**config.mk**
```make
export PLATFORM = sky130hd
export DESIGN_NAME = cond_code_eval
export DESIGN_NICKNAME = d
export VERILOG_FILES = /design/src/rtl/ccx_pkg.sv /design/src/rtl/ccx_base_terms.sv /design/src/rtl/ccx_pair_select.sv /design/src/rtl/ccx_byte_pack.sv /design/src/rtl/cond_code_eval.sv
export SDC_FILE = /design/constraint.sdc
export NUM_CORES = 1
export LEC_CHECK = 0
export CAP_MARGIN = 20
export CORE_AREA = 4 4 41 43
export DETAILED_ROUTE_END_ITERATION = 10
export DIE_AREA = 0 0 45 47
export DONT_BUFFER_PORTS = 1
export GPL_ROUTABILITY_DRIVEN = 0
export GPL_TIMING_DRIVEN = 0
export PLACE_DENSITY = 0.3
export SYNTH_ARGS = -nofsm -noshare
export SYNTH_HDL_FRONTEND = slang
export SYNTH_SLANG_ARGS = --single-unit
```
**constraint.sdc**
```tcl
create_clock -name vclk -period 1.8
set_input_delay 0.18 -clock vclk [all_inputs]
set_output_delay 0.18 -clock vclk [all_outputs]
set_load 0.02 [all_outputs]
```
**src/rtl/ccx_pkg.sv**
```systemverilog
package ccx_pkg;

    localparam int SEL_W  = 4;
    localparam int BYTE_W = 8;
    localparam int PAIR_W = SEL_W - 1;
    localparam int PAIR_N = 1 << PAIR_W;

    typedef struct packed {
        logic cy;
        logic zr;
        logic sg;
        logic ov;
        logic pa;
    } flags_t;

    // Base relation chosen by selector bits [3:1]; bit 0 inverts it.
    typedef enum logic [PAIR_W-1:0] {
        PAIR_OVF   = 3'd0,
        PAIR_CARRY = 3'd1,
        PAIR_ZERO  = 3'd2,
        PAIR_ULE   = 3'd3,
        PAIR_SIGN  = 3'd4,
        PAIR_PAR   = 3'd5,
        PAIR_SLT   = 3'd6,
        PAIR_SLE   = 3'd7
    } pair_e;

    function automatic logic signed_lt(input flags_t f);
        return f.sg ^ f.ov;
    endfunction

    function automatic pair_e pair_of(input logic [SEL_W-1:0] sel);
        return pair_e'(sel[SEL_W-1:1]);
    endfunction

    function automatic logic sense_inv(input logic [SEL_W-1:0] sel);
        return sel[0];
    endfunction

endpackage

```
**src/rtl/ccx_base_terms.sv**
```systemverilog
module ccx_base_terms
    import ccx_pkg::*;
(
    input  flags_t            flags,
    output logic [PAIR_N-1:0] base
);

    always_comb begin
        base             = '0;
        base[PAIR_OVF]   = flags.ov;
        base[PAIR_CARRY] = flags.cy;
        base[PAIR_ZERO]  = flags.zr;
        base[PAIR_ULE]   = flags.cy | flags.zr;
        base[PAIR_SIGN]  = flags.sg;
        base[PAIR_PAR]   = flags.pa;
        base[PAIR_SLT]   = signed_lt(flags);
        base[PAIR_SLE]   = flags.zr | signed_lt(flags);
    end

endmodule

```
**src/rtl/ccx_pair_select.sv**
```systemverilog
module ccx_pair_select
    import ccx_pkg::*;
(
    input  logic [SEL_W-1:0]  sel,
    input  logic [PAIR_N-1:0] base,
    output logic              hit
);

    pair_e pair;

    always_comb begin
        pair = pair_of(sel);
        hit  = base[pair] ^ sense_inv(sel);
    end

endmodule

```
**src/rtl/ccx_byte_pack.sv**
```systemverilog
module ccx_byte_pack #(
    parameter int OUT_W = 8
) (
    input  logic             hit,
    output logic [OUT_W-1:0] packed_out
);

    for (genvar i = 0; i < OUT_W; i++) begin : g_bit
        if (i == 0) begin : g_lsb
            assign packed_out[i] = hit;
        end else begin : g_zero
            assign packed_out[i] = 1'b0;
        end
    end

endmodule

```
**src/rtl/cond_code_eval.sv**
```systemverilog
module cond_code_eval
    import ccx_pkg::*;
(
    input  logic [SEL_W-1:0]  cond_sel,
    input  logic              flag_carry,
    input  logic              flag_zero,
    input  logic              flag_sign,
    input  logic              flag_ovf,
    input  logic              flag_parity,
    output logic              cond_true,
    output logic [BYTE_W-1:0] cond_byte
);

    flags_t            flags;
    logic [PAIR_N-1:0] base;
    logic              hit;

    always_comb begin
        flags.cy = flag_carry;
        flags.zr = flag_zero;
        flags.sg = flag_sign;
        flags.ov = flag_ovf;
        flags.pa = flag_parity;
    end

    ccx_base_terms u_terms (
        .flags (flags),
        .base  (base)
    );

    ccx_pair_select u_sel (
        .sel  (cond_sel),
        .base (base),
        .hit  (hit)
    );

    ccx_byte_pack #(.OUT_W(BYTE_W)) u_pack (
        .hit        (hit),
        .packed_out (cond_byte)
    );

    assign cond_true = hit;

endmodule

```
After elaboration in Yosys (flattened, before gate mapping) --
Index checks and enable logic that the tools add are counted.
Cells by class: $add $sub $neg 0, $mul 0, div/mod/pow operators 0, $lt $le $gt $ge 1, equality and inequality tests 0, shift operators 0, mux-type cells 2, bitwise gates (word level) 4, reductions and logical operators 0
Operator list (count):
- $lt 3x4->1 const B | 1
- $bmux 1 s3 | 1
- $or 1x1->1 | 2
- $xor 1x1->1 | 2
- $mux 1 | 1
Word-level totals: bits in registers 0, bits in latches 0, memory bits (writable) 0, memory bits (read-only) 0, bits of input ports 9, logic and storage cells 7, memories 0

Longest topological paths before layout --
word-level depth 5, depth in mapped cells 5

Hierarchy --
Synthesis repeated with hierarchy kept, for this count alone.
Second synthesis, totals: cell total of the unflattened synthesis 24, area total of the unflattened synthesis 198.9 um2
Modules (own cells, without submodules):
- ccx_pair_select | times used 1, cells each 7, area an instance 76.3 um2, sequential area each 0.0 um2
- ccx_byte_pack | times used 1, cells each 9, area an instance 63.8 um2, sequential area each 0.0 um2
- ccx_base_terms | times used 1, cells each 8, area an instance 58.8 um2, sequential area each 0.0 um2

Worst setup path after synthesis --
OpenSTA, ideal clock, no wires.
kind input-to-output, from input cond_sel[1], to output cond_byte[0], arrival time 1324 ps, data required time 1620 ps, setup slack 296 ps, stages 5, path buffers 1, cell sequence a221o_1 -> a21oi_1 -> a311oi_2 -> xor2_1 -> buf_4
Between the ends: word-level cells in the longest chain between the ends 3
Ends and longest elaborated chain:
- start: declaration | RTL line cond_code_eval.sv:4 | input logic [SEL_W-1:0] cond_sel,
- $bmux 1 s3 | RTL line ccx_pair_select.sv:13 | hit = base[pair] ^ sense_inv(sel);
- $mux 1 (implied by the code) | RTL line ccx_pair_select.sv:13
- $xor 1x1->1 | RTL line ccx_pair_select.sv:13
- end: declaration | RTL line cond_code_eval.sv:11 | output logic [BYTE_W-1:0] cond_byte
No other way between the ends. The select of a mux whose other input is x is not followed.

Worst setup path after layout --
Ends and elaborated chain as after synthesis.

==> flow_summary.json <==
{
  "antenna_cells_inserted": 0,
  "period_share_pct": 87.9,
  "timing.slew.headroom_pct": 66.4,
  "cp_num_cells": 5,
  "part_of_the_power_in_combinational_logic_pct": 100.0,
  "finalWirelength_um": 334,
  "cts_hold_buf": 0,
  "layout.sequential_cells": 0,
  "die_h_um": 47,
  "initial_utilization_pct": 10.8,
  "nets": 36,
  "grt_first_pass_wirelength_um": 455,
  "total_switching_power_uw": 33.6,
  "run_status": "completed",
  "multi_input_area_um2": 98.8,
  "synth_warnings": 0,
  "antenna_violating_nets_post_route": 0,
  "p_int_uw": 23.1,
  "floorplan.core_area_mm2": 0.00130,
  "post-dp-hpwl_um": 319,
  "worst_setup_path_end_kind": "output pin",
  "rsz0062_at_grt": "false",
  "place.port_buffers": 0,
  "post_synth_inst_count": 19,
  "clock.fmax_mhz": 632,
  "total_leakage_power_nw": 0.0972,
  "grt_antenna_before_repair": 0,
  "num-clock-buffers": 0,
  "criticalPathCategory": "input port to output pin",
  "cpLargestDelayFamily": "compound AO/OA/AOI/OAI gates",
  "first_iter_violations": 1,
  "post_cts_resize_count": 0,
  "worst_setup_path_startpoint": "cond_sel[1]",
  "cpPeakStageDelay_ns": 0.43,
  "sw_frac_of_total_pct": 59.3,
  "placed_cells": 40,
  "timing.final.ws_setup_ns": 0.217,
  "finalHoldViolCount": 0,
  "critPathSlowestCell": "sky130_fd_sc_hd__xor2_1",
  "worst_ep_arrival_time_ns": 1.40,
  "areaGrowthSynthToFinish_pct": 29.5,
  "cells_along_the_critical_path": "a221o_1 -> a21oi_1 -> a311oi_2 -> xor2_1 -> buf_4",
  "num_vias": 132,
  "drc": 0,
  "num_io_pins": 18,
  "postLayoutCellArea_um2": 181,
  "avgSynthCellArea_um2": 7.38,
  "timing.hold.worst.class": "input port to output pin",
  "detail_route.first_pass.iterations": 4,
  "endpoint": "cond_byte[0]",
  "setup_total_negative_slack_ns": 0,
  "required_ns": 1.62,
  "area.sequential_um2": 0,
  "slew_viol_final": 0,
  "start_kind": "input port",
  "grt_start_max_net_pins": 5,
  "power.clock.fraction_pct": 0,
  "grt_use_total_pct": 2.60,
  "layout_commonest_cell": "sky130_fd_sc_hd__buf_4",
  "timing.critical_path.buf_inv": 1,
  "timing.max_cap.violations": 0,
  "overflow_after_grt": 0,
  "min_delay_path_depth": 1,
  "drive_above_1_share_pct": 36.0,
  "die_area_mm2": 0.00212,
  "finalSetupViolations": 0,
  "worst_ir_drop_vdd_mv": 0.0470,
  "layout.cells.non_filler": 40,
  "via_count_of_the_first_global_routing_pass": 139,
  "fp-row-count": 13,
  "die_width_um": 45,
  "yosys.cell_types.count": 11,
  "final_cell_mix": "sky130_fd_sc_hd__buf_4 (8), sky130_fd_sc_hd__conb_1 (7), sky130_fd_sc_hd__xor2_1 (2)",
  "avgRoutedWirePerCell_um": 8.35,
  "fillerInstances": 160,
  "proportion_of_synthesized_chip_area_in_sequential_cells_pct": 0,
  "post-cts-setup-buffers": 0,
  "time_the_final_worst_path_needs_with_i_o_delays_and_setup_ns": 1.58,
  "transition_time_at_the_pin_with_the_least_slew_margin_ns": 0.502,
  "preCtsSetupSlack_ns": 0.224,
  "power_frac_seq_pct": 0,
  "worstPathMaxFanout": 4,
  "power_per_cell_area_mw_per_mm2": 313,
  "number_of_vias_per_cell_after_detailed_routing": 3.30,
  "detailed_place.area_um2": 181,
  "syn_area_um2": 140
}
cells by family (layout without fill, tap and decap cells):
kind of cell / count (synthesis) / after routing / share of synthesized area, %
other: 1 / 7 / 2.68
AO/OA/AOI/OAI: 4 / 4 / 26.8
AND/OR/NAND/NOR: 2 / 2 / 5.35
buffers and inverters: 9 / 9 / 45.5
multiplexers: 1 / 1 / 7.14
XOR/XNOR: 2 / 2 / 12.5
stage by stage:
stage	util [%]	total power, mW	hold WS (ns)
after floorplan	-	0.0538	0.499
after global placement	13.9	0.0557	0.514
after detailed placement	13.9	0.0560	0.510
after CTS	13.9	0.0563	0.511
after global routing	13.9	0.0614	0.522
final	13.9	0.0568	0.508
power by group through the flow:
| stage | clock network [mW] | registers, mW | logic [mW] |
|---|---|---|---|
| 2_1_floorplan | 0 | 0 | 0.0538 |
| 3_3_place_gp | 0 | 0 | 0.0557 |
| 3_5_place_dp | 0 | 0 | 0.0560 |
| 4_1_cts | 0 | 0 | 0.0563 |
| 5_1_grt | 0 | 0 | 0.0614 |
| 6_report | 0 | 0 | 0.0568 |
metal layers:
| layer | global-route usage (%) | wire length (um) | up-vias |
|---|---|---|---|
| met2 | 5.93 | 153 | 17 |
| met3 | 0.383 | 93 | 0 |
| met5 | 0 | 0 | - |
| met1 | 2.47 | 87 | 53 |
| met4 | 0 | 0 | 0 |
| li1 | - | - | 62 |
cells in the mapped netlist, drive strengths merged:
cell type	number	area (um^2)
nor2	1	3.75
xor2	2	17.5
nand2	1	3.75
inv	1	3.75
buf	8	60.1
mux2i	1	10.0
a311oi	1	15.0
a221o	1	10.0
a21oi	1	5.00
conb	1	3.75
a211oi	1	7.51
worst min-delay path by stage:
stage | startpoint | to
global route | cond_sel[0] | cond_true
finish | cond_sel[0] | cond_true
floorplan | cond_sel[0] | cond_true
CTS | cond_sel[0] | cond_true
detailed placement | cond_sel[0] | cond_true
global placement | cond_sel[0] | cond_true
cell type report:
class,count,share of cell area [%]
Multi-Input combinational cell,16,54.5
Buffer,8,33.1
Tap cell,15,10.3
Inverter,1,2.07
Note: power is estimated with default switching activity, not from simulation.
